## config.mk

```make
export PLATFORM = sky130hd
export DESIGN_NAME = cfg_serial_port
export DESIGN_NICKNAME = d
export VERILOG_FILES = /design/src/rtl/cfgp_pkg.sv /design/src/rtl/cfgp_pin_sync.sv /design/src/rtl/cfgp_frame.sv /design/src/rtl/cfgp_regfile.sv /design/src/rtl/cfgp_tx.sv /design/src/rtl/cfg_serial_port.sv
export SDC_FILE = /design/constraint.sdc
export NUM_CORES = 1
export LEC_CHECK = 0
export BUFFER_PORTS_ARGS = -buffer_cell sky130_fd_sc_hd__buf_2
export CAP_MARGIN = 25
export CELL_PAD_IN_SITES_DETAIL_PLACEMENT = 0
export CELL_PAD_IN_SITES_GLOBAL_PLACEMENT = 1
export CORE_MARGIN = 2
export CORE_UTILIZATION = 30
export CTS_CLUSTER_DIAMETER = 80
export DETAILED_ROUTE_END_ITERATION = 10
export PLACE_DENSITY_LB_ADDON = 0.1
export RECOVER_POWER = 25
export SLEW_MARGIN = 10
export SYNTH_ARGS = -nofsm -noshare
export SYNTH_HDL_FRONTEND = slang
export SYNTH_HIERARCHICAL = 1
export SYNTH_SLANG_ARGS = --single-unit
```

## constraint.sdc

```tcl
create_clock -name clk -period 2.85 [get_ports clk]
set_input_delay 0.4275 -clock clk [delete_from_list [all_inputs] [get_ports clk]]
set_output_delay 0.4275 -clock clk [all_outputs]
set_load 0.1 [all_outputs]
```

## src/rtl/cfgp_pkg.sv

```systemverilog
// Package: shared constants and the strap decode for the serial configuration port.
// Assumes: 8-bit registers, 7-bit register addresses, 4-bit frequency codes.
package cfgp_pkg;

    localparam int ADDR_W    = 7;
    localparam int DATA_W    = 8;
    localparam int CODE_W    = 4;

    // Register addresses that carry strap-derived defaults
    localparam int FREQ_A_ADDR = 0;
    localparam int FREQ_B_ADDR = 1;
    localparam int MODE_ADDR   = 2;

    // Frequency codes stored in the low bits of the expected-frequency registers
    localparam logic [CODE_W-1:0] CODE_8K     = 4'd0;
    localparam logic [CODE_W-1:0] CODE_2M048  = 4'd1;
    localparam logic [CODE_W-1:0] CODE_1M544  = 4'd2;

    // Maps the frequency strap and network-type strap onto a frequency code
    function automatic logic [CODE_W-1:0] strap_to_code(input logic [2:0] fsel,
                                                        input logic       sonet);
        logic [CODE_W-1:0] code;
        case (fsel)
            3'd0:    code = CODE_8K;
            3'd1:    code = sonet ? CODE_1M544 : CODE_2M048;
            default: code = {1'b0, fsel} + 4'd1;
        endcase
        return code;
    endfunction

endpackage

```

## src/rtl/cfgp_pin_sync.sv

```systemverilog
// Module: multi-stage synchronizer for a group of slow asynchronous pins.
// Assumes: each pin is stable for several clk periods between changes, so the
// bits of the group may be treated independently.
module cfgp_pin_sync #(
    parameter int                 WIDTH     = 4,
    parameter int                 STAGES    = 2,
    parameter logic [WIDTH-1:0]   RESET_VAL = '0
) (
    input  logic             clk,
    input  logic             rst_n,
    input  logic [WIDTH-1:0] pins_in,
    output logic [WIDTH-1:0] pins_out
);

    logic [WIDTH-1:0] stage_q [STAGES];

    genvar s;
    generate
        for (s = 0; s < STAGES; s++) begin : g_stage
            // Shift each pin one stage further toward the clk domain
            always_ff @(posedge clk) begin
                if (!rst_n) begin
                    stage_q[s] <= RESET_VAL;
                end else if (s == 0) begin
                    stage_q[s] <= pins_in;
                end else begin
                    stage_q[s] <= stage_q[(s == 0) ? 0 : s-1];
                end
            end
        end
    endgenerate

    assign pins_out = stage_q[STAGES-1];

endmodule

```

## src/rtl/cfgp_frame.sv

```systemverilog
// Module: serial frame decoder. It detects sck edges in the clk domain,
// counts bits, assembles the direction, address and data fields, and says
// when read data must be loaded and when each output bit must be launched.
// Assumes: sck is slower than clk/6 and idle low; the frame is a direction bit,
// then ADDR_W address bits, then DATA_W data bits, MSB first.
module cfgp_frame #(
    parameter int ADDR_W = 7,
    parameter int DATA_W = 8,
    parameter int STAGES = 2
) (
    input  logic                        clk,
    input  logic                        rst_n,
    input  logic                        cs_n,
    input  logic                        sck,
    input  logic                        mosi,
    input  logic                        edge_sel,
    output logic                        cs_idle,
    output logic                        load,
    output logic [ADDR_W-1:0]           hdr_addr,
    output logic                        launch,
    output logic [$clog2(DATA_W)-1:0]   launch_idx,
    output logic                        wr_en,
    output logic [ADDR_W-1:0]           wr_addr,
    output logic [DATA_W-1:0]           wr_data
);

    localparam int FRAME_BITS = 1 + ADDR_W + DATA_W;
    localparam int HDR_BITS   = 1 + ADDR_W;
    localparam int CNT_W      = $clog2(FRAME_BITS + 1);
    localparam int IDX_W      = $clog2(DATA_W);
    localparam int SH_W       = (ADDR_W > DATA_W - 1) ? ADDR_W : DATA_W - 1;
    localparam logic [CNT_W-1:0] HDR_LAST   = CNT_W'(HDR_BITS - 1);
    localparam logic [CNT_W-1:0] DATA_FIRST = CNT_W'(HDR_BITS);
    localparam logic [CNT_W-1:0] FRAME_LAST = CNT_W'(FRAME_BITS - 1);
    localparam logic [CNT_W-1:0] FRAME_PREV = CNT_W'(FRAME_BITS - 2);
    localparam logic [CNT_W-1:0] FRAME_DONE = CNT_W'(FRAME_BITS);

    logic [3:0]        pins_s;
    logic              sck_s, cs_n_s, mosi_s, edge_s;
    logic              sck_d;
    logic [CNT_W-1:0]  cnt_q;
    logic [SH_W-1:0]   shift_q;
    logic [ADDR_W-1:0] addr_q;
    logic              rw_q;
    logic              rise, fall;

    cfgp_pin_sync #(
        .WIDTH     (4),
        .STAGES    (STAGES),
        .RESET_VAL (4'b0010)
    ) u_sync (
        .clk      (clk),
        .rst_n    (rst_n),
        .pins_in  ({edge_sel, mosi, cs_n, sck}),
        .pins_out (pins_s)
    );

    assign sck_s  = pins_s[0];
    assign cs_n_s = pins_s[1];
    assign mosi_s = pins_s[2];
    assign edge_s = pins_s[3];

    assign cs_idle = cs_n_s;
    assign rise    = !cs_n_s && sck_s && !sck_d;
    assign fall    = !cs_n_s && !sck_s && sck_d;

    // Track the previous synchronized sck level for edge detection
    always_ff @(posedge clk) begin
        if (!rst_n) sck_d <= 1'b0;
        else        sck_d <= sck_s;
    end

    // Count captured bits and shift in data; restart whenever select is idle
    always_ff @(posedge clk) begin
        if (!rst_n) begin
            cnt_q   <= '0;
            shift_q <= '0;
            addr_q  <= '0;
            rw_q    <= 1'b0;
        end else if (cs_n_s) begin
            cnt_q   <= '0;
        end else if (rise && cnt_q != FRAME_DONE) begin
            cnt_q   <= cnt_q + 1'b1;
            shift_q <= {shift_q[SH_W-2:0], mosi_s};
            if (cnt_q == HDR_LAST) begin
                addr_q <= {shift_q[ADDR_W-2:0], mosi_s};
                rw_q   <= shift_q[ADDR_W-1];
            end
        end
    end

    // Header completion: address is known, a read must fetch its byte now
    assign hdr_addr = {shift_q[ADDR_W-2:0], mosi_s};
    assign load     = rise && (cnt_q == HDR_LAST) && shift_q[ADDR_W-1];

    // Write strobe once the final data bit has been captured
    assign wr_en   = rise && (cnt_q == FRAME_LAST) && !rw_q;
    assign wr_addr = addr_q;
    assign wr_data = {shift_q[DATA_W-2:0], mosi_s};

    // Launch points for output bits on the edge chosen by edge_sel
    always_comb begin
        launch     = 1'b0;
        launch_idx = '0;
        if (edge_s) begin
            if (fall && cnt_q >= DATA_FIRST && cnt_q <= FRAME_LAST) begin
                launch     = 1'b1;
                launch_idx = IDX_W'(FRAME_LAST - cnt_q);
            end
        end else begin
            if (rise && cnt_q >= HDR_LAST && cnt_q <= FRAME_PREV) begin
                launch     = 1'b1;
                launch_idx = IDX_W'(FRAME_PREV - cnt_q);
            end
        end
    end

endmodule

```

## src/rtl/cfgp_regfile.sv

```systemverilog
// Module: configuration register bank with strap-loaded defaults.
// Assumes: straps are stable while rst_n is low and clk is running; outside
// reset the straps are not looked at. Out-of-range accesses are dropped/read 0.
module cfgp_regfile
    import cfgp_pkg::*;
#(
    parameter int ADDR_W   = 7,
    parameter int DATA_W   = 8,
    parameter int NUM_REGS = 16
) (
    input  logic              clk,
    input  logic              rst_n,
    input  logic [2:0]        strap_freq,
    input  logic              strap_sonet,
    input  logic              wr_en,
    input  logic [ADDR_W-1:0] wr_addr,
    input  logic [DATA_W-1:0] wr_data,
    input  logic [ADDR_W-1:0] sr_addr,
    output logic [DATA_W-1:0] sr_data,
    input  logic [ADDR_W-1:0] pr_addr,
    output logic [DATA_W-1:0] pr_data
);

    localparam int RIDX_W = $clog2(NUM_REGS);

    logic [DATA_W-1:0] regs [NUM_REGS];
    logic [CODE_W-1:0] strap_code;
    logic              wr_in_range;
    logic [RIDX_W-1:0] widx;

    assign strap_code  = strap_to_code(strap_freq, strap_sonet);
    assign wr_in_range = int'(wr_addr) < NUM_REGS;
    assign widx        = wr_addr[RIDX_W-1:0];

    // Default value for one register, derived from the straps
    function automatic logic [DATA_W-1:0] default_of(input int idx,
                                                     input logic [CODE_W-1:0] code,
                                                     input logic sonet);
        if (idx == FREQ_A_ADDR || idx == FREQ_B_ADDR)
            return DATA_W'(code);
        else if (idx == MODE_ADDR)
            return DATA_W'(sonet);
        else
            return '0;
    endfunction

    // Register storage: strap defaults during reset, serial writes afterwards
    always_ff @(posedge clk) begin
        if (!rst_n) begin
            for (int i = 0; i < NUM_REGS; i++)
                regs[i] <= default_of(i, strap_code, strap_sonet);
        end else if (wr_en && wr_in_range) begin
            regs[widx] <= wr_data;
        end
    end

    // Read port for the serial side
    always_comb begin
        if (int'(sr_addr) < NUM_REGS) sr_data = regs[sr_addr[RIDX_W-1:0]];
        else                          sr_data = '0;
    end

    // Read port for the parallel read-out bus
    always_comb begin
        if (int'(pr_addr) < NUM_REGS) pr_data = regs[pr_addr[RIDX_W-1:0]];
        else                          pr_data = '0;
    end

    // Both frequency registers leave reset equal, mode bit follows its strap
    assert_strap_load_R1: assert property (@(posedge clk) disable iff (!rst_n)
        $rose(rst_n) |-> (regs[FREQ_A_ADDR] == regs[FREQ_B_ADDR]) &&
                         (regs[MODE_ADDR] == DATA_W'($past(strap_sonet))));

    // A completed in-range write lands in the addressed register
    assert_write_lands_R5: assert property (@(posedge clk) disable iff (!rst_n)
        (wr_en && wr_in_range) |=> regs[$past(widx)] == $past(wr_data));

    genvar g;
    generate
        for (g = 0; g < NUM_REGS; g++) begin : g_hold
            // Without a write addressed to it a register holds (straps included)
            assert_untouched_R8: assert property (@(posedge clk) disable iff (!rst_n)
                !(wr_en && wr_in_range && widx == RIDX_W'(g)) |=> $stable(regs[g]));
        end
    endgenerate

endmodule

```

## src/rtl/cfgp_tx.sv

```systemverilog
// Module: read-data output stage. It holds the byte fetched at header end and
// presents the bit selected by the most recent launch on miso.
// Assumes: at most one load per frame; cs_idle clears all state.
module cfgp_tx #(
    parameter int DATA_W = 8
) (
    input  logic                      clk,
    input  logic                      rst_n,
    input  logic                      cs_idle,
    input  logic                      load,
    input  logic [DATA_W-1:0]         load_data,
    input  logic                      launch,
    input  logic [$clog2(DATA_W)-1:0] launch_idx,
    output logic                      miso
);

    localparam int IDX_W = $clog2(DATA_W);

    logic [DATA_W-1:0] tx_buf;
    logic [IDX_W-1:0]  out_idx;
    logic              armed;
    logic              out_valid;

    // Capture the read byte and step through its bits at launch points
    always_ff @(posedge clk) begin
        if (!rst_n || cs_idle) begin
            tx_buf    <= '0;
            out_idx   <= '0;
            armed     <= 1'b0;
            out_valid <= 1'b0;
        end else begin
            if (load) begin
                tx_buf <= load_data;
                armed  <= 1'b1;
            end
            if (launch && (armed || load)) begin
                out_idx   <= launch_idx;
                out_valid <= 1'b1;
            end
        end
    end

    assign miso = out_valid && tx_buf[out_idx];

    // Within a frame, miso moves only after a launch on the chosen edge
    assert_edge_only_R7: assert property (@(posedge clk) disable iff (!rst_n)
        (!cs_idle && !$past(cs_idle) && (miso != $past(miso))) |-> $past(launch));

    // Deselected port keeps miso low
    assert_idle_low_R9: assert property (@(posedge clk) disable iff (!rst_n)
        (cs_idle && $past(cs_idle)) |-> !miso);

endmodule

```

## src/rtl/cfg_serial_port.sv

```systemverilog
// Module: top of the serial configuration port. It ties the frame decoder, the
// register bank and the output stage together.
// Assumes: serial pins are asynchronous to clk and much slower than clk.
module cfg_serial_port #(
    parameter int ADDR_W   = cfgp_pkg::ADDR_W,
    parameter int DATA_W   = cfgp_pkg::DATA_W,
    parameter int NUM_REGS = 16,
    parameter int STAGES   = 2
) (
    input  logic              clk,
    input  logic              rst_n,
    input  logic              cs_n,
    input  logic              sck,
    input  logic              mosi,
    output logic              miso,
    input  logic              edge_sel,
    input  logic [2:0]        strap_freq,
    input  logic              strap_sonet,
    input  logic [ADDR_W-1:0] rd_addr,
    output logic [DATA_W-1:0] rd_data
);

    localparam int IDX_W = $clog2(DATA_W);

    logic              cs_idle, load, launch, wr_en;
    logic [ADDR_W-1:0] hdr_addr, wr_addr;
    logic [DATA_W-1:0] wr_data, sr_data;
    logic [IDX_W-1:0]  launch_idx;

    cfgp_frame #(
        .ADDR_W (ADDR_W),
        .DATA_W (DATA_W),
        .STAGES (STAGES)
    ) u_frame (
        .clk        (clk),
        .rst_n      (rst_n),
        .cs_n       (cs_n),
        .sck        (sck),
        .mosi       (mosi),
        .edge_sel   (edge_sel),
        .cs_idle    (cs_idle),
        .load       (load),
        .hdr_addr   (hdr_addr),
        .launch     (launch),
        .launch_idx (launch_idx),
        .wr_en      (wr_en),
        .wr_addr    (wr_addr),
        .wr_data    (wr_data)
    );

    cfgp_regfile #(
        .ADDR_W   (ADDR_W),
        .DATA_W   (DATA_W),
        .NUM_REGS (NUM_REGS)
    ) u_regs (
        .clk         (clk),
        .rst_n       (rst_n),
        .strap_freq  (strap_freq),
        .strap_sonet (strap_sonet),
        .wr_en       (wr_en),
        .wr_addr     (wr_addr),
        .wr_data     (wr_data),
        .sr_addr     (hdr_addr),
        .sr_data     (sr_data),
        .pr_addr     (rd_addr),
        .pr_data     (rd_data)
    );

    cfgp_tx #(
        .DATA_W (DATA_W)
    ) u_tx (
        .clk        (clk),
        .rst_n      (rst_n),
        .cs_idle    (cs_idle),
        .load       (load),
        .load_data  (sr_data),
        .launch     (launch),
        .launch_idx (launch_idx),
        .miso       (miso)
    );

endmodule

```

==> results of run 1 <==
-- routing by layer --
| metal | wire length (µm) | share of wire | up-vias | global-route usage |
|---|---|---|---|---|
| li1 | - | - | 2834 | - |
| met1 | 12800 | 0.44 | 3227 | 0.244 |
| met2 | 14300 | 0.49 | 158 | 0.306 |
| met3 | 1330 | 0.046 | 38 | 0.0304 |
| met4 | 638 | 0.022 | 4 | 0.0589 |
| met5 | 21 | 0.00072 | - | 0 |
-- state kept, by name, indices dropped and copies added, names as in the netlist --
| signal | count |
|---|---|
| u_frame/cnt_q | 5 |
| u_frame/rw_q | 1 |
| u_frame/sck_d | 1 |
| u_frame/shift_q | 7 |
| u_frame/u_sync/stage_q | 8 |
| u_frame/wr_addr | 7 |
| u_regs/regs | 128 |
| u_tx/armed | 1 |
| u_tx/out_idx | 3 |
| u_tx/out_valid | 1 |
| u_tx/tx_buf | 8 |
-- power by group --
part           switching [µW]  leakage (µW)  internal, µW
clock                    1010      0.000292          1290
combinational             221       0.00151           183
sequential               55.1       0.00166          2730
total                    1290       0.00346          4200
-- cells by family after synthesis --
kind of cell,synth area share
compound gates,0.0489
mux,0.193
buf+inv,0.0399
simple gates,0.205
fa+ha+maj,0.00675
flops,0.506
-- placed cells by master (no fill, tap or decap), types with 4 or more instances in the layout --
master and n:
edfxtp_1 128, mux4_2 64, buf_4 56, and2_1 45
nand3_1 42, dfxtp_1 40, nor3_1 36, nand3b_1 28
o21ai_0 25, buf_2 24, mux2i_1 21, nor3_2 20
clkbuf_16 18, and2_0 17, inv_1 16, a21boi_0 15
nor2_1 15, nand2b_1 10, mux2_2 10, nor4_1 10
clkbuf_1 9, o211ai_1 9, nand4_1 8, or2b_1 7
a21oi_1 6, buf_12 6, inv_4 5, ha_1 5
or3_1 4
-- critical path: stages, from the launching register on --
cell	delay [ns]
edfxtp_1	0.42
mux4_2	0.49
mux2i_1	0.42
o211ai_1	0.16
buf_2	0.31
-- cells in the mapped netlist (4+ instances only) --
cell      count  area [µm²]
edfxtp_1    128        3840
mux4_2       64        1440
and2_1       62         388
dfxtp_1      42         841
nand3_1      42         210
nor3_1       36         180
clkbuf_1     34         128
nand3b_1     28         210
o21ai_0      28         140
mux2i_1      21         210
nor3_2       20         200
inv_1        16        60.1
a21boi_0     15         113
nor2_1       15        56.3
buf_2        12        60.1
nor4_1       11        68.8
mux2_2       10         113
nand2b_1     10        62.6
o211ai_1      9        67.6
buf_4         8        60.1
nand4_1       8        50.1
or2b_1        7        52.6
a21oi_1       6        30.0
ha_1          5        62.6
buf_6         4        45.0
or3_1         4        25.0
-- metrics by stage --
step                      setup TNS, ns  cell area [µm²]  power (µW)
final                                 0            10700        5490
after global routing                  0            10700        5690
after CTS                             0            10800        5570
after detailed placement              0            10200        3250
after global placement                0            10200        3240
after floorplan                  -10.24             9330        3080
-- layout make-up --
class / count / area, µm²
clock buffers: 20 / 468
clock inverters: 12 / 106
fillers: 2938 / 19800
inverters: 16 / 60.1
multi-input cells: 452 / 4220
flip-flops and latches: 170 / 4690
well taps: 396 / 495
repair buffers: 94 / 691
-- how the worst min path moves through the flow --
| stage | endpoint | slack, ns | cells past startpoint |
|---|---|---|---|
| after floorplan | u_frame/u_sync/stage_q[1][1] | 0.39 | 1 |
| after global placement | u_frame/u_sync/stage_q[1][1] | 0.41 | 1 |
| after detailed placement | u_frame/u_sync/stage_q[1][1] | 0.40 | 1 |
| after CTS | u_frame/u_sync/stage_q[0][1] | 0.16 | 2 |
| after global routing | u_frame/u_sync/stage_q[0][1] | 0.17 | 2 |
| final | u_frame/u_sync/stage_q[0][1] | 0.17 | 2 |
==> summary.txt, run 1 <==
Power and ir drop
  – IR drop worst, VDD: 0.376 mV
  – Pwr dens: roughly 510 nW/µm²
  – LEAKAGE: roughly 0.0035 µW

Placed design
  – Total placed cells including tap cells: roughly 1100
  – GP Congestion: between 0.8 and 0.9
  – IO Port Bufs: 25
  – DP Worst Slack: between 0.1 and 0.15 ns
  – Post-detail-place hpwl: between 20000 and 25000 µm

Setup path
  – Largest fanout on the critical path: 2
  – CP arrival: around 2.2 ns
  – RR Startpoint: u_frame/cnt_q[1]
  – Reg2reg path depth: 9
  – CP Data Required Time: 2.42 ns
  – CP startpoint: u_regs/regs[7][2]
  – Critical Path End: rd_data[2]
  – Reg-to-Reg End: u_regs/regs[10][4]
  – R2R setup slack: about 0.24 ns
  – Crit path kind: register to output pin
  – Crit start category: register
  – Critical Path Sink Type: output pin

Layout
  – Nets: 773
  – N_diodes: 0
  – Share of layout cells above drive strength 1: 0.302
  – Non-filler cells, final: roughly 1200
  – Fin util: 0.351
  – Area Growth Syn to Fin: 15.8%

Floorplanning
  – Die area: about 32000 µm²
  – Core box area: roughly 31000 µm²
  – Initial core utilization: 0.304
  – # rows: 64
  – IO Count: 26
  – Die height: between 150 and 200 µm
  – Width of the die: approximately 180 µm

Clock network
  – H-tree Lvls: 4
  – Worst-Skew Late Latency: approximately 0.43 ns
  – CTS resizes: 0
  – Clock Path Buffers: 2
  – Worst-path clk slew: about 0.070 ns
  – CTS Buf Count: 17
  – Clock Sinks: 170
  – Hold_buf cts: 0
  – CTS tree: built
  – Root buf cell: clkbuf_16
  – Postcts setup bufs: 0

GRT
  – Initial antenna violation count: 2
  – Total track usage: 0.183
  – Grt ovf: 0
  – First-pass GRT wire length: ~43000 µm
  – Vias in the first global route: roughly 6400
  – Pin count of the biggest net entering global routing: 37

Yosys
  – Mean Syn Cell Area: around 13 µm²
  – Synth cell types: 57
  – YS warnings: 6
  – Top_reg_cell synth: edfxtp_1
  – Post-Syn Area: about 9300 µm²
  – Post-synth ARST share: 0
  – Register area share after synthesis: 0.506
  – Syn Inst Count: 700
  – Post-synth net total: roughly 720
  – Yosys reg bits: 170
  – Post-synth EDFFs: approximately 130

Routing
  – 1st-pass router iterations: 4
  – DRT iter0 DRCs: 408
  – Routed wire length: 29100 µm
  – Vias per inst: around 5.4
  – Post-route antenna net violation count: 0
  – Vias: around 6300
  – Post-route DRC: 0
  – DR WL/cell: ~25 µm

Worst hold path
  – Worst hold path class: primary input to register
  – Hold_sp: cs_n

STA
  – Final worst slack: about 0.19 ns
  – Slew headroom: 0.267
  – Worst Skew: between 0.009 and 0.01 ns
  – Worst hold margin: 0.174 ns
  – Fmax: between 300 and 400 MHz
  – Setup violations, final: 0
  – Unrepaired setup endpoints after global routing: no
  – Measured slew at the worst slew-check pin: about 1.1 ns
  – Post-layout minimum cycle time: between 2 and 3 ns
  – Final Cycle Share: 0.934
  – Hold Vio Cnt, Final: 0
  – Max Slew Vio Count: 0

Run status
  – Status: complete, no violations

Flow run
  – Max Cap Violations: 0
Power figures use the tool's default switching activity.
==> inputs of run 2 (changes only) <==
- CORE_UTILIZATION: 30 -> 40
==> run 2 against run 1 <==
Net effect: register-to-register slack hardly changed; setup slack better by 0.042 ns; total power is 2.1% lower; maximum frequency is 1.6% higher; cell count is 11% lower; clock power is 4% lower; critical path depth is 5 higher; first-iteration DRC count is 24% higher; worst hold slack worse by 0.0015 ns; sequential cell count stayed put; sequential power hardly changed; largest power group unchanged.
==> summary.txt, run 2 (synthesis gave the netlist of run 1 again) <==
Run status
  – Status: complete, no violations (unchanged)

Routing
  – Post-route DRC: 0 (unchanged)
  – Routed wire length: 26100 µm (was 29100 µm)
  – 1st-pass router iterations: 6 (was 4)
  – Vias per inst: 6.07 (was 5.40)
  – Vias: 6300 (was 6261)
  – Post-route antenna net violation count: 0 (unchanged)
  – DR WL/cell: 25.2 µm (was 25.0 µm)
  – DRT iter0 DRCs: 507 (was 408)

Worst hold path
  – Hold_sp: cs_n (unchanged)
  – Hold Path Sink: u_frame/u_sync/stage_q[0][1] (unchanged)
  – Worst hold path class: primary input to register (unchanged)
  – Worst hold stages: 2 (unchanged)

GRT
  – Vias in the first global route: 6373 (was 6362)
  – Total track usage: 0.227 (was 0.183)
  – Grt ovf: 0 (unchanged)
  – First-pass GRT wire length: 40300 µm (was 43000 µm)
  – Initial antenna violation count: 0 (was 2)
  – Pin count of the biggest net entering global routing: 44 (was 37)

Clock network
  – Clock Sinks: 170 (unchanged)
  – H-tree Lvls: 4 (unchanged)
  – CTS Buf Count: 17 (unchanged)
  – Root buf cell: clkbuf_16 (unchanged)
  – Hold_buf cts: 0 (unchanged)
  – Clock Path Buffers: 2 (unchanged)
  – Worst-Skew Late Latency: 0.43 ns (about the same)
  – Postcts setup bufs: 0 (unchanged)
  – CTS tree: built (unchanged)
  – Worst-path clk slew: 0.07 ns (about the same)

Setup path
  – Largest fanout on the critical path: 9 (was 2)
  – CP Data Required Time: 3.03 ns (was 2.42 ns)
  – Reg2reg path depth: 9 (unchanged)
  – R2R setup slack: 0.23 ns (was 0.24 ns)
  – RR Startpoint: u_frame/cnt_q[1] (unchanged)
  – Slowest CP cell: dfxtp_1 (was mux4_2)
  – CP max stage delay: 0.34 ns (was 0.49 ns)
  – CP arrival: 2.80 ns (was 2.23 ns)
  – Crit start category: register (unchanged)
  – Buf/Inv on CP: 2 (was 1)
  – Crit path kind: register to register (was register to output pin)
  – Critical Path Sink Type: register (was output pin)
  – Reg-to-Reg End: u_regs/regs[0][2] (was u_regs/regs[10][4])
  – Cell family with most CP delay: simple AND/OR/NAND/NOR gates (was multiplexers)
  – Crit-path cells: ha_1 > and3_1 > ha_1 > nor3b_2 > nand4bb_1 > buf_4 > nor4_1 > buf_4 > mux2_2 (was mux4_2 > mux2i_1 > o211ai_1 > buf_2)

Layout
  – Multi-input logic area: 4220 µm² (about the same)
  – Cell area after layout: 10500 µm² (was 10700 µm²)
  – Share of layout cells above drive strength 1: 0.296 (was 0.302)
  – Non-filler cells, final: 1038 (was 1160)
  – Commonest cells after routing, fill and taps aside: 128 x edfxtp_1, 64 x mux4_2, 50 x and2_1 (was 128 x edfxtp_1, 64 x mux4_2, 56 x buf_4)
  – Layout fillers: 2034 (was 2938)
  – Biggest register: u_regs/regs (unchanged)
  – Nets: 762 (was 773)
  – Commonest non-fill, non-tap cell in the layout: edfxtp_1 (unchanged)
  – FF/Latch Area: 4690 µm² (unchanged)
  – Largest register FFs: 128 (unchanged)
  – N_diodes: 0 (unchanged)
  – Area Growth Syn to Fin: 13.2% (was 15.8%)
  – Largest regs: u_regs/regs (128), u_frame/u_sync/stage_q (8), u_tx/tx_buf (8) (unchanged)

Floorplanning
  – # rows: 55 (was 64)
  – Die height: 156 µm (was 180 µm)
  – IO Count: 26 (unchanged)
  – Die area: 24400 µm² (was 32300 µm²)
  – Initial core utilization: 0.408 (was 0.304)
  – Width of the die: 156 µm (was 180 µm)
  – Core box area: 22700 µm² (was 30500 µm²)

STA
  – Max Slew Vio Count: 0 (unchanged)
  – Final Cycle Share: 0.919 (was 0.934)
  – Measured slew at the worst slew-check pin: 1.33 ns (was 1.10 ns)
  – Hold Vio Cnt, Final: 0 (unchanged)
  – Unrepaired setup endpoints after global routing: no (unchanged)
  – Slew headroom: 0.110 (was 0.267)
  – Fmax: 382 MHz (was 376 MHz)
  – Post-layout minimum cycle time: 2.62 ns (was 2.66 ns)
  – Worst hold margin: 0.173 ns (was 0.174 ns)
  – Worst Skew: 0.0155 ns (was 0.00959 ns)
  – Setup violations, final: 0 (unchanged)

Flow run
  – Max Cap Violations: 0 (unchanged)

Placed design
  – Total placed cells including tap cells: 1006 (was 1128)
  – Post-DP Area: 9960 µm² (was 10200 µm²)
  – GP Congestion: 0.876 (was 0.819)
  – Post-detail-place hpwl: 18300 µm (was 21200 µm)
  – IO Port Bufs: 25 (unchanged)

Power and ir drop
  – IR drop worst, VDD: 0.364 mV (was 0.376 mV)
  – Overall Power: 5380 µW (was 5490 µW)
  – LEAKAGE: 0.00338 µW (was 0.00346 µW)
  – Pwr dens: 513 nW/µm² (was 512 nW/µm²)
==> run 2: layout make-up <==
cell class,count,share of cell area
Tap cell,285,0.0340
Inverter,16,0.00573
Multi-Input combinational cell,452,0.402
Timing Repair Buffer,83,0.0577
Clock buffer,18,0.0409
Sequential cell,170,0.447
Clock inverter,14,0.0123
==> run 2: per-stage QoR <==
stage,setup TNS (ns),setup slack [ns],util
2_1_floorplan,-10.24,-0.282,-
3_3_place_gp,0,0.153,0.439
3_5_place_dp,0,0.0778,0.439
4_1_cts,0,0.0651,0.463
5_1_grt,0,0.0346,0.462
6_report,0,0.231,0.462
==> run 2: what timing repair did <==
| item | 4_1_cts | 5_1_grt |
|---|---|---|
| hold endpoints to repair | 0 | 0 |
| setup endpoints to repair | 0 | 67 |
| resized for setup | 0 | 7 |
==> run 2: worst max path at each step <==
stage	from	to	slack, ns	depth (start not counted)
floorplan	u_frame/cnt_q[0]	u_regs/regs[11][0]	-0.28	9
global placement	u_frame/cnt_q[0]	u_regs/regs[8][0]	0.15	8
detailed placement	u_frame/cnt_q[1]	u_regs/regs[8][0]	0.08	8
CTS	u_frame/cnt_q[1]	u_regs/regs[8][0]	0.07	8
global route	u_frame/cnt_q[0]	u_regs/regs[10][3]	0.03	8
finish	u_frame/cnt_q[1]	u_regs/regs[0][2]	0.23	9
==> run 2: report_power, final <==
part / total, µW / internal, µW / leakage, µW / switching [µW]
Sequential: 2780 / 2730 / 0.00166 / 46.6
Combinational: 398 / 179 / 0.00146 / 218
Clock: 2200 / 1150 / 0.000269 / 1050
Total: 5380 / 4060 / 0.00338 / 1320
==> run 2: layer usage <==
| layer | vias up | track usage | part of all wire |
|---|---|---|---|
| li1 | 2821 | - | - |
| met1 | 3261 | 0.308 | 0.43 |
| met2 | 198 | 0.390 | 0.50 |
| met3 | 20 | 0.0278 | 0.054 |
| met4 | 0 | 0.0542 | 0.013 |
| met5 | - | 0 | 0 |
==> inputs of run 3 (changes only) <==
- clock period: 2.85 -> 3.3 ns (I/O delays scaled with it)
==> run 3 against run 2 <==
Net effect: the run now ends with max-capacitance violations, max-slew violations left; clock power shrank 7%; sequential cell count is the same; register-to-register slack better by 0.097 ns; die area unchanged; setup slack improved by 0.097 ns; non-clock buffer count is 16 lower; count of clock-buffer cells in the layout fell by 1; core utilization shrank 0.53 points; clock skew decreased by 0.0019 ns.
==> summary.txt, run 3 (synthesis gave the netlist of run 1 again) <==
STA
  – Worst Skew: 0.0137 ns (was 0.0155 ns)
  – Post-layout minimum cycle time: 2.97 ns (was 2.62 ns)
  – Final Cycle Share: 0.901 (was 0.919)
  – Measured slew at the worst slew-check pin: 1.96 ns (was 1.33 ns)
  – Hold Vio Cnt, Final: 0 (unchanged)
  – Fmax: 336 MHz (was 382 MHz)
  – Setup violations, final: 0 (unchanged)
  – Unrepaired setup endpoints after global routing: no (unchanged)
  – Setup_tns: 0 ns (unchanged)
  – Max Slew Vio Count: 43 (was 0)
  – Slew headroom: -0.306 (was 0.110)

Floorplanning
  – Die height: 156 µm (unchanged)
  – # rows: 55 (unchanged)
  – Core box area: 22700 µm² (unchanged)
  – IO Count: 26 (unchanged)
  – Initial core utilization: 0.408 (unchanged)
  – Die area: 24400 µm² (unchanged)
  – Width of the die: 156 µm (unchanged)

Clock network
  – Postcts setup bufs: 0 (unchanged)
  – Worst-path clk slew: 0.08 ns (was 0.07 ns)
  – Root buf cell: clkbuf_16 (unchanged)
  – H-tree Lvls: 4 (unchanged)
  – CTS tree: built (unchanged)
  – CTS Buf Count: 17 (unchanged)
  – Clock Path Buffers: 2 (unchanged)
  – Worst-Skew Late Latency: 0.44 ns (was 0.43 ns)
  – CTS resizes: 0 (unchanged)
  – Clock Sinks: 170 (unchanged)
  – Hold_buf cts: 0 (unchanged)

Routing
  – Vias per inst: 6.10 (was 6.07)
  – Vias: 6238 (was 6300)
  – Routed wire length: 26500 µm (was 26100 µm)
  – DRT iter0 DRCs: 587 (was 507)
  – DR WL/cell: 25.9 µm (was 25.2 µm)
  – Post-route DRC: 0 (unchanged)
  – Post-route antenna net violation count: 0 (unchanged)
  – 1st-pass router iterations: 5 (was 6)

Layout
  – Fin util: 0.456 (was 0.462)
  – Nets: 746 (was 762)
  – Biggest register: u_regs/regs (unchanged)
  – Largest regs: u_regs/regs (128), u_frame/u_sync/stage_q (8), u_tx/tx_buf (8) (unchanged)
  – Commonest non-fill, non-tap cell in the layout: edfxtp_1 (unchanged)
  – Largest register FFs: 128 (unchanged)
  – Multi-input logic area: 4200 µm² (was 4220 µm²)
  – Commonest cells after routing, fill and taps aside: 128 x edfxtp_1, 64 x mux4_2, 42 x nand3_1 (was 128 x edfxtp_1, 64 x mux4_2, 50 x and2_1)
  – Area Growth Syn to Fin: 11.9% (was 13.2%)
  – FF/Latch Area: 4690 µm² (unchanged)
  – Share of layout cells above drive strength 1: 0.277 (was 0.296)
  – Layout fillers: 2057 (was 2034)
  – N_diodes: 0 (unchanged)

GRT
  – Total track usage: 0.227 (about the same)
  – Initial antenna violation count: 0 (unchanged)
  – First-pass GRT wire length: 39700 µm (was 40300 µm)
  – Pin count of the biggest net entering global routing: 45 (was 44)
  – Grt ovf: 0 (unchanged)
  – Vias in the first global route: 6202 (was 6373)

Run status
  – Failing checks: max-capacitance violations, max-slew violations
  – Status: finished with violations (was complete, no violations)

Setup path
  – Crit path kind: register to register (unchanged)
  – Crit start category: register (unchanged)
  – CP Data Required Time: 3.39 ns (was 3.03 ns)
  – Largest fanout on the critical path: 10 (was 9)
  – CP arrival: 3.07 ns (was 2.80 ns)
  – Critical Path Sink Type: register (unchanged)

Power and ir drop
  – Pwr dens: 461 nW/µm² (was 513 nW/µm²)
  – IR drop worst, VDD: 0.333 mV (was 0.364 mV)
  – Overall Power: 4780 µW (was 5380 µW)
  – LEAKAGE: 0.00330 µW (was 0.00338 µW)

Worst hold path
  – Worst hold path class: primary input to register (unchanged)

Placed design
  – Post-detail-place hpwl: 18700 µm (was 18300 µm)
  – IO Port Bufs: 25 (unchanged)
  – GP Congestion: 0.850 (was 0.876)

Flow run
  – Max Cap Violations: 1 (was 0)
## run 3: power breakdown
group | total [µW] | internal [µW] | switching (µW)
sequential | 2410 | 2360 | 51.2
clock | 2050 | 1090 | 965
combinational | 319 | 146 | 173
total | 4780 | 3590 | 1190
## run 3: worst paths after layout
kind                            cells past startpoint                            to                    startpoint  slack, ns
worst min register to register                      1  u_frame/u_sync/stage_q[1][1]  u_frame/u_sync/stage_q[0][1]       0.41
worst min-delay path                                2  u_frame/u_sync/stage_q[0][1]                          cs_n       0.24
worst max-delay path                                8             u_regs/regs[0][1]              u_frame/cnt_q[1]       0.33
worst max register to register                      8             u_regs/regs[0][1]              u_frame/cnt_q[1]       0.33
## run 3: metal layers
metal  vias to the layer above  global-route usage  share of wire
met5                         -                   0              0
met4                         0              0.0743          0.024
met3                        36              0.0375          0.053
met2                       202               0.361           0.47
met1                      3223               0.319           0.45
li1                       2777                   -              -
## run 3: final cells by class
cell class / count / area share
clock inverter: 15 / 0.0171
tap: 285 / 0.0344
clock buffer: 17 / 0.0410
multi-input combinational: 452 / 0.405
timing repair buffer: 67 / 0.0444
sequential: 170 / 0.452
inverter: 16 / 0.00579
## run 3: per-stage QoR
stage	worst slack, ns	cell area [µm²]	hold WS [ns]	instances
final	0.328	10400	0.240	1022
after global routing	0.0663	10400	0.237	1022
after CTS	0.341	10400	0.228	1022
after detailed placement	0.362	9800	0.399	990
after global placement	0.400	9800	0.403	990
after floorplan	0.0676	9270	0.386	700
## run 3: worst max-delay path, cell delays in order (launching register included)
cell and delay [ns]:
dfxtp_1 0.46, ha_1 0.22, and3_1 0.16, ha_1 0.18, nor3b_1 0.28, nand4bb_1 0.14, buf_4 0.21, nor4_4 0.56
or2b_1 0.42
